[src/rtl/tes_pkg.sv]
package tes_pkg;
  // flag bit positions the sequence depends on
  localparam int unsigned FLAG_TF = 8;
  localparam int unsigned FLAG_IF = 9;
  localparam int unsigned FLAG_OF = 11;

  // priority levels, index 0 is the highest
  typedef enum logic [2:0] {
    SRC_DIV  = 3'd0,
    SRC_SWI  = 3'd1,
    SRC_OVF  = 3'd2,
    SRC_NMI  = 3'd3,
    SRC_INTR = 3'd4,
    SRC_STEP = 3'd5
  } src_e;
  localparam int unsigned N_SRC = 6;

  typedef enum logic [3:0] {
    S_IDLE, S_PSH_FL, S_PSH_CS, S_PSH_IP, S_VEC_IP, S_VEC_CS,
    S_POP_IP, S_POP_CS, S_POP_FL
  } step_e;
endpackage

[src/rtl/tes_pick.sv]
module tes_pick
  import tes_pkg::*;
#(
  parameter int TYPE_W = 8
) (
  input  logic              div_fault,
  input  logic              swi_req,
  input  logic [TYPE_W-1:0] swi_type,
  input  logic              ovf_req,
  input  logic              of_flag,
  input  logic              nmi_pend,
  input  logic              intr_req,
  input  logic              if_flag,
  input  logic [TYPE_W-1:0] intr_type,
  input  logic              tf_flag,
  output logic              take,
  output logic              take_nmi,
  output logic [TYPE_W-1:0] win_type
);
  logic [N_SRC-1:0] lvl;
  logic [TYPE_W-1:0] lvl_type [N_SRC];

  always_comb begin
    lvl[SRC_DIV]       = div_fault;
    lvl[SRC_SWI]       = swi_req;
    lvl[SRC_OVF]       = ovf_req & of_flag;
    lvl[SRC_NMI]       = nmi_pend;
    lvl[SRC_INTR]      = intr_req & if_flag;
    lvl[SRC_STEP]      = tf_flag;
    lvl_type[SRC_DIV]  = TYPE_W'(0);
    lvl_type[SRC_SWI]  = swi_type;
    lvl_type[SRC_OVF]  = TYPE_W'(4);
    lvl_type[SRC_NMI]  = TYPE_W'(2);
    lvl_type[SRC_INTR] = intr_type;
    lvl_type[SRC_STEP] = TYPE_W'(1);
  end

  // scan from lowest priority up so the highest active level is kept last
  always_comb begin
    take     = |lvl;
    win_type = '0;
    take_nmi = 1'b0;
    for (int i = N_SRC - 1; i >= 0; i--) begin
      if (lvl[i]) begin
        win_type = lvl_type[i];
        take_nmi = (i == int'(SRC_NMI));
      end
    end
  end
endmodule

[src/rtl/tes_edge.sv]
module tes_edge (
  input  logic clk,
  input  logic rst_n,
  input  logic pin,
  input  logic clear,
  output logic pend
);
  logic prev_q, pend_q;

  // a fresh edge is visible in the same cycle it arrives
  assign pend = pend_q | (pin & ~prev_q);

  always_ff @(posedge clk or negedge rst_n) begin
    if (!rst_n) begin
      prev_q <= 1'b0;
      pend_q <= 1'b0;
    end else begin
      prev_q <= pin;
      pend_q <= pend & ~clear;
    end
  end
endmodule

[src/rtl/tes_agen.sv]
module tes_agen #(
  parameter int DW     = 16,
  parameter int ADDR_W = 20
) (
  input  logic [DW-1:0]     seg,
  input  logic [DW-1:0]     off,
  output logic [ADDR_W-1:0] phys
);
  localparam int SHIFT = ADDR_W - DW;

  assign phys = (ADDR_W'(seg) << SHIFT) + ADDR_W'(off);
endmodule

[src/rtl/trap_entry_seq.sv]
module trap_entry_seq
  import tes_pkg::*;
#(
  parameter int DW     = 16,
  parameter int ADDR_W = 20,
  parameter int TYPE_W = 8
) (
  input  logic              clk,
  input  logic              rst_n,
  input  logic              insn_end,
  input  logic              iret_end,
  input  logic              div_fault,
  input  logic              swi_req,
  input  logic [TYPE_W-1:0] swi_type,
  input  logic              ovf_req,
  input  logic              nmi_pin,
  input  logic              intr_req,
  input  logic [TYPE_W-1:0] intr_type,
  input  logic [DW-1:0]     cs_cur,
  input  logic [DW-1:0]     ip_cur,
  input  logic [DW-1:0]     ss_cur,
  input  logic [DW-1:0]     sp_cur,
  input  logic [DW-1:0]     flags_cur,
  output logic              cs_we,
  output logic [DW-1:0]     cs_wdata,
  output logic              ip_we,
  output logic [DW-1:0]     ip_wdata,
  output logic              sp_we,
  output logic [DW-1:0]     sp_wdata,
  output logic              flags_we,
  output logic [DW-1:0]     flags_wdata,
  output logic              mem_valid,
  input  logic              mem_ready,
  output logic              mem_we,
  output logic [ADDR_W-1:0] mem_addr,
  output logic [DW-1:0]     mem_wdata,
  input  logic [DW-1:0]     mem_rdata,
  output logic              busy
);
  localparam logic [DW-1:0] CLR_MASK = (DW'(1) << FLAG_IF) | (DW'(1) << FLAG_TF);
  localparam logic [DW-1:0] WSTEP    = DW'(2);
  localparam int            PAD      = DW - TYPE_W - 2;

  step_e             st_q, st_d;
  logic [DW-1:0]     cs_w, ip_w, ss_w, sp_w, fl_w;
  logic [TYPE_W-1:0] ty_w;

  logic              take, take_nmi, nmi_pend, nmi_clr, start, hs;
  logic [TYPE_W-1:0] win_type;
  logic              is_push, is_pop, is_vec;
  logic [DW-1:0]     seg, off;

  tes_edge i_nmi (
    .clk   (clk),
    .rst_n (rst_n),
    .pin   (nmi_pin),
    .clear (nmi_clr),
    .pend  (nmi_pend)
  );

  tes_pick #(.TYPE_W(TYPE_W)) i_pick (
    .div_fault (div_fault),
    .swi_req   (swi_req),
    .swi_type  (swi_type),
    .ovf_req   (ovf_req),
    .of_flag   (flags_cur[FLAG_OF]),
    .nmi_pend  (nmi_pend),
    .intr_req  (intr_req),
    .if_flag   (flags_cur[FLAG_IF]),
    .intr_type (intr_type),
    .tf_flag   (flags_cur[FLAG_TF]),
    .take      (take),
    .take_nmi  (take_nmi),
    .win_type  (win_type)
  );

  tes_agen #(.DW(DW), .ADDR_W(ADDR_W)) i_agen (
    .seg  (seg),
    .off  (off),
    .phys (mem_addr)
  );

  assign start   = (st_q == S_IDLE) & insn_end;
  assign nmi_clr = start & ~iret_end & take_nmi;
  assign busy    = (st_q != S_IDLE);
  assign hs      = mem_valid & mem_ready;

  // memory request for the current step
  always_comb begin
    is_push   = (st_q == S_PSH_FL) || (st_q == S_PSH_CS) || (st_q == S_PSH_IP);
    is_pop    = (st_q == S_POP_IP) || (st_q == S_POP_CS) || (st_q == S_POP_FL);
    is_vec    = (st_q == S_VEC_IP) || (st_q == S_VEC_CS);
    mem_valid = busy;
    mem_we    = is_push;
    seg       = is_vec ? '0 : ss_w;
    if (is_push)     off = sp_w - WSTEP;
    else if (is_pop) off = sp_w;
    else             off = {{PAD{1'b0}}, ty_w, (st_q == S_VEC_CS), 1'b0};
    case (st_q)
      S_PSH_FL: mem_wdata = fl_w;
      S_PSH_CS: mem_wdata = cs_w;
      S_PSH_IP: mem_wdata = ip_w;
      default:  mem_wdata = '0;
    endcase
  end

  // register write strobes, each in its handshake cycle
  always_comb begin
    sp_we       = hs & (is_push | is_pop);
    sp_wdata    = is_push ? sp_w - WSTEP : sp_w + WSTEP;
    flags_we    = hs & ((st_q == S_PSH_FL) | (st_q == S_POP_FL));
    flags_wdata = (st_q == S_PSH_FL) ? (fl_w & ~CLR_MASK) : mem_rdata;
    ip_we       = hs & ((st_q == S_VEC_IP) | (st_q == S_POP_IP));
    ip_wdata    = mem_rdata;
    cs_we       = hs & ((st_q == S_VEC_CS) | (st_q == S_POP_CS));
    cs_wdata    = mem_rdata;
  end

  always_comb begin
    case (st_q)
      S_PSH_FL: st_d = S_PSH_CS;
      S_PSH_CS: st_d = S_PSH_IP;
      S_PSH_IP: st_d = S_VEC_IP;
      S_VEC_IP: st_d = S_VEC_CS;
      S_POP_IP: st_d = S_POP_CS;
      S_POP_CS: st_d = S_POP_FL;
      default:  st_d = S_IDLE;
    endcase
  end

  always_ff @(posedge clk or negedge rst_n) begin
    if (!rst_n) begin
      st_q <= S_IDLE;
      cs_w <= '0;
      ip_w <= '0;
      ss_w <= '0;
      sp_w <= '0;
      fl_w <= '0;
      ty_w <= '0;
    end else if (start) begin
      if (iret_end) begin
        st_q <= S_POP_IP;
        ss_w <= ss_cur;
        sp_w <= sp_cur;
      end else if (take) begin
        st_q <= S_PSH_FL;
        cs_w <= cs_cur;
        ip_w <= ip_cur;
        ss_w <= ss_cur;
        sp_w <= sp_cur;
        fl_w <= flags_cur;
        ty_w <= win_type;
      end
    end else if (hs) begin
      st_q <= st_d;
      if (is_push)     sp_w <= sp_w - WSTEP;
      else if (is_pop) sp_w <= sp_w + WSTEP;
    end
  end
endmodule

[config.mk]
export PLATFORM = sky130hd
export DESIGN_NAME = trap_entry_seq
export DESIGN_NICKNAME = d
export VERILOG_FILES = /design/src/rtl/tes_pkg.sv /design/src/rtl/tes_pick.sv /design/src/rtl/tes_edge.sv /design/src/rtl/tes_agen.sv /design/src/rtl/trap_entry_seq.sv
export SDC_FILE = /design/constraint.sdc
export NUM_CORES = 1
export LEC_CHECK = 0
export ABC_AREA = 1
export BUFFER_PORTS_ARGS = -buffer_cell sky130_fd_sc_hd__clkbuf_2
export CAP_MARGIN = 10
export CELL_PAD_IN_SITES_DETAIL_PLACEMENT = 0
export CELL_PAD_IN_SITES_GLOBAL_PLACEMENT = 1
export CORE_MARGIN = 3
export CORE_UTILIZATION = 37
export CTS_CLUSTER_SIZE = 8
export DETAILED_ROUTE_END_ITERATION = 7
export GPL_ROUTABILITY_DRIVEN = 0
export HOLD_SLACK_MARGIN = 0.06
export PLACE_DENSITY = 0.87
export SLEW_MARGIN = 20
export SYNTH_ARGS = -nofsm -noshare
export SYNTH_HDL_FRONTEND = slang
export SYNTH_SLANG_ARGS = --single-unit
export TNS_END_PERCENT = 10
[constraint.sdc]
create_clock -name clk -period 7.8 [get_ports clk]
set_input_delay 1.95 -clock clk [delete_from_list [all_inputs] [get_ports clk]]
set_output_delay 1.95 -clock clk [all_outputs]
set_load 0.02 [all_outputs]
# Word-level counts from Yosys, hierarchy flattened

Cells that the tools add are included.

Eq/ne operators: 9
Mux-type cells: 29
Add/subtract/negate cells: 3
Reductions and logical operators: 15
Bitwise logic cells: 20

Operators by type and width:

| cell                  | number |
|---|---|
| $mux 16               | 13 |
| $pmux 16 s3           | 1 |
| $mux 8                | 5 |
| $pmux 4 s6            | 1 |
| $add 20x16->20        | 1 |
| $add 16x2->16 const B | 1 |
| $eq 4x3->1 const B    | 4 |
| $mux 4                | 4 |
| $sub 16x2->16 const B | 1 |
| $and 1x1->1           | 12 |
| $eq 4x2->1 const B    | 2 |
| $reduce_and 3->1      | 2 |
| $reduce_or 6->1       | 1 |
| $logic_or 1x1->1      | 5 |
| $mux 1                | 5 |
| $or 1x1->1            | 5 |
| $eq 4x1->1 const B    | 1 |
| $eq 4x4->1 const B    | 1 |
| $logic_not 4->1       | 1 |
| $reduce_and 2->1      | 2 |
| $reduce_bool 2->1     | 2 |
| $reduce_bool 4->1     | 1 |
| $ne 3x2->1 const B    | 1 |
| $not 1->1             | 3 |
| $reduce_bool 3->1     | 1 |

Register bits after elaboration: 94
Logic and storage cells: 85

# Logic depth before layout (Yosys ltp)

Depth in word-level cells: 10
Depth in mapped cells: 18
Mapped depth without buffers: 17

# Modules after synthesis

Synthesis repeated with hierarchy kept, for this count alone.

Cells, all modules: 1055
Area total of the unflattened synthesis: 6892.9 µm²

By module, submodules not included:

| module         | area an instance (µm²) | instances | cells each | seq. area each (µm²) |
|---|---|---|---|---|
| trap_entry_seq | 5736.8                 | 1         | 835        | 2302.2 |
| tes_agen       | 862.1                  | 1         | 168        | 0.0 |
| tes_pick       | 217.7                  | 1         | 45         | 0.0 |
| tes_edge       | 76.3                   | 1         | 7          | 50.0 |

# Worst setup path before layout

Ideal clock, no wire load.

Path type: reg-to-output
Start point: register st_q[0]
End point: output port mem_addr[14]
Slack: 2982 ps
Data required time: 5850 ps
Cell stages (with the launch flop): 15
Buffers on the path: 1
Arrival: 2868 ps
Path through: dfrtp_1 -> inv_1 -> nand2_1 -> nand2_1 -> clkinv_1 -> buf_2 -> o21ai_0 -> a21oi_1 -> ha_1 -> fa_1 -> nand3_1 -> nand2_1 -> a21boi_0 -> o21ai_0 -> xor2_1

RTL lines:

| element                                  | line                  | source |
|---|---|---|
| start, declared                          | trap_entry_seq.sv:44  | `step_e st_q, st_d;` |
| start signal, assigned                   | trap_entry_seq.sv:155 | `st_q <= st_d;` |
| $eq 4x1->1 or $eq 4x2->1 (tied branches) | trap_entry_seq.sv:90  | `is_push = (st_q == S_PSH_FL) \|\| (st_q == S_PSH_CS) \|\| (st_q == S_PSH_IP);` |
| $logic_or 1x1->1                         | trap_entry_seq.sv:90  |  |
| $logic_or 1x1->1 (*)                     | trap_entry_seq.sv:90  |  |
| via mem_we                               | trap_entry_seq.sv:34  | `output logic mem_we,` |
| $mux 16 (*)                              | trap_entry_seq.sv:96  | `if (is_push) off = sp_w - WSTEP;` |
| $add 20x16->20 (*)                       | tes_agen.sv:11        | `assign phys = (ADDR_W'(seg) << SHIFT) + ADDR_W'(off);` |
| end, declared                            | trap_entry_seq.sv:35  | `output logic [ADDR_W-1:0] mem_addr,` |

The timed path passes the listed nets; every way through them passes the cells marked *.

# Worst setup path in the final report

Start point: register st_q[1]
End point: output port mem_addr[14]

Longest elaborated chain between the ends: 6

RTL lines:

| element                        | line                 | source |
|---|---|---|
| $eq 4x3->1                     | trap_entry_seq.sv:91 | `is_pop = (st_q == S_POP_IP) \|\| (st_q == S_POP_CS) \|\| (st_q == S_POP_FL);` |
| $logic_or 1x1->1 (2 in series) | trap_entry_seq.sv:91 |  |
| $mux 16                        | trap_entry_seq.sv:97 | `else if (is_pop) off = sp_w;` |
| $mux 16                        | trap_entry_seq.sv:96 |  |
| $add 20x16->20 (*)             | tes_agen.sv:11       |  |

Every way passes the cells marked *; elsewhere a longest branch is shown, timed or not.

==> metrics.cfg <==
[outcome]
outcome=finished clean

[timing]
final_hold_viol_count=0
slew_violations=0
worst_pin_slew_ps=933
clock.fmax_ghz=0.173
fin_tns_setup_ps=0
period_share_pct=74.2
slew_headroom_pct=37.8
setup_violations=0
min_period_ps=5780
rsz0062_at_grt=no
fin_skew_ps=9.02

[clock_tree]
cts_tree=built
cts_resized=0
post-cts-setup-buffers=0
cts.sinks=94
cts_buffers=9
cts-root-buf=clkbuf_16
htreeDepth=3
clock_path_buffers=2
holdBufCountCts=0
clock_latency_ps=360
path_clk_slew_ps=80

[critical_path]
worstSetupPathType=flop to output pin
end_kind=output pin
critPathMaxFanout=25
start_kind=flop
crit_arrival_ps=3830
required_ps=5850

[synthesis]
syn_inst=1026
synth_async_sr_flop_share_pct=100
synth_ff_type=dfrtp_1
synth.top_cell.area_share_pct=35.8
syn_area_per_cell_um2=6.41
ys_ff_latch=94
synth.area.top_cells=dfrtp_1 (36%), nand2_1 (27%), nand3_1 (7.8%)
synth.distinct_cells=34
syn_area_mm2=0.00658
syn_nets=1163
synth_most_common_cell=nand2_1
synthTopCellsByCount=nand2_1 (477), nand3_1 (102), dfrtp_1 (94), nor2_1 (80), inv_1 (69)
synth_edf_count=0
ys_warn_count=0
yosysSeqAreaShare_pct=35.8
yosysTopAreaCell=dfrtp_1

[placement]
dp_hpwl_um=15200
place_inst=1411
io_buffers=228

[grt]
top_usage_layer=met2
grtUsageTotal_pct=20.5
grt_antenna_before_repair=1
grt_first_pass_wirelength_um=32300
first_global_vias=6538
overflow=0
use_met3_pct=5.46
use_met2_pct=35.9
grt_max_degree=61
grtUsageMet1_pct=24.9

[pwr]
p_per_area_mw_per_mm2=452
leakage_nw=4.74
peakVddDrop_uv=438

[floorplanning]
initial_utilization_pct=37.9
pin_count=229
die_h_um=139
fp-row-count=48
core-area_mm2=0.0174
die_area_mm2=0.0194
die_x_um=139

[route]
ant_nets=0
drt-initial-drc-count=344
postRouteWirelength_um=20000
drc=0
vias=6811
post_drt_wl_per_cell_um=14.0
drt-vias-per-instance=4.77
drt_pass1_iterations=4

[cells_and_area]
instances_no_fill=1427
nets=1334
drive_above_1_share_pct=21.9
diodes=0
syn2layout_area_growth_pct=20.4
multi_input_area_mm2=0.00349
area.sequential_mm2=0.00235
num-fill-cells=1885

[run]
maxCapViolCount=0

[worst_hold_path]
hold_path_class=flop to flop

[placed cells by master (no fill, tap or decap), types with 2 or more instances in the layout]
| master | Yosys | routed |
|---|---|---|
| xnor2_1 | 3 | 3 |
| inv_8 | 0 | 2 |
| inv_1 | 69 | 69 |
| clkinv_1 | 3 | 3 |
| inv_2 | 2 | 2 |
| inv_6 | 0 | 3 |
| nand2_4 | 2 | 2 |
| dfrtp_1 | 94 | 94 |
| xor2_1 | 10 | 10 |
| nor2_1 | 80 | 80 |
| nand4_1 | 7 | 7 |
| a21boi_0 | 2 | 2 |
| or2_2 | 2 | 2 |
| clkbuf_2 | 0 | 227 |
| bufinv_16 | 0 | 2 |
| clkbuf_16 | 0 | 9 |
| ha_1 | 14 | 14 |
| buf_4 | 35 | 6 |
| nand3_1 | 102 | 102 |
| o21ai_0 | 46 | 46 |
| a21oi_1 | 18 | 18 |
| o21ai_1 | 5 | 5 |
| nand2_1 | 477 | 477 |
| nor2_4 | 4 | 4 |
| a21o_1 | 2 | 2 |
[sequential cells by signal (all words and copies together), names as in the netlist]
name          cells
cs_w             16
fl_w             16
i_nmi.pend_q      1
i_nmi.prev_q      1
ip_w             16
sp_w             16
ss_w             16
st_q              4
ty_w              8
[report_power, final]
part	total, mW	leakage (nW)	switching, mW	internal [mW]
clock	0.505	0.165	0.215	0.289
combinational	2.19	3.39	1.51	0.688
sequential	0.881	1.19	0.176	0.705
total	3.58	4.74	1.90	1.68
[per-stage QoR]
stage                     hold WS, ps  area (um2)  total power [mW]  utilization [%]  setup WS, ps
final                             472        7920              3.58             45.6          2020
after global routing              492        7920              3.92             45.6          1590
after CTS                         476        7920              3.62             45.6          2000
after detailed placement          458        7580              3.10             43.7          2390
after global placement            453        7580              3.08             43.7          2430
after floorplan                   442        6580              2.43                -          2980
[routing by layer]
layer | wire, um | up-vias
met5 | 18 | -
met4 | 353 | 2
met3 | 1310 | 25
met2 | 9900 | 198
met1 | 8390 | 3056
li1 | - | 3530
[logic make-up (layout without fill, tap and decap cells)]
| family | Yosys count | after routing | share of synthesized area (%) |
|---|---|---|---|
| simple gates | 680 | 680 | 42.2 |
| fa+ha+maj | 15 | 15 | 2.97 |
| xor+xnor | 13 | 13 | 1.73 |
| compound gates | 77 | 77 | 6.16 |
| buf+inv | 147 | 323 | 11.2 |
| flops | 94 | 94 | 35.8 |
[final cells by class]
cell class / count / share of cell area (%)
Multi-Input combinational cell: 785 / 44.1
Sequential cell: 94 / 29.7
Timing Repair Buffer: 233 / 14.9
Tap cell: 225 / 3.56
Inverter: 74 / 3.51
Clock buffer: 9 / 2.85
Clock inverter: 7 / 1.38
[worst max-delay path, cell delays in order, from the launching register on]
cell and delay, ps:
dfrtp_1 440, inv_1 110, nand2_1 60, nand2_1 60
buf_4 280, clkinv_1 480, o21ai_0 320, a21oi_1 110
ha_1 230, fa_1 410, nand3_1 90, nand2_1 130
a21boi_0 300, o21ai_0 150, xor2_1 140, clkbuf_2 180
[worst paths after layout]
check	from	end	depth (start not counted)	slack (ps)
max	st_q[1]$_DFFE_PN0P_	mem_addr[14]	15	2020
min	ip_w[8]$_DFFE_PN0P_	ip_w[8]$_DFFE_PN0P_	2	470
max reg2reg	st_q[1]$_DFFE_PN0P_	ty_w[6]$_DFFE_PN0P_	9	4910
min reg2reg	ip_w[8]$_DFFE_PN0P_	ip_w[8]$_DFFE_PN0P_	2	470
max in group asynchronous	rst_n	cs_w[2]$_DFFE_PN0P_	2	5060
min in group asynchronous	rst_n	sp_w[9]$_DFFE_PN0P_	1	1550
No activity file was read; power rests on OpenSTA's default activity.
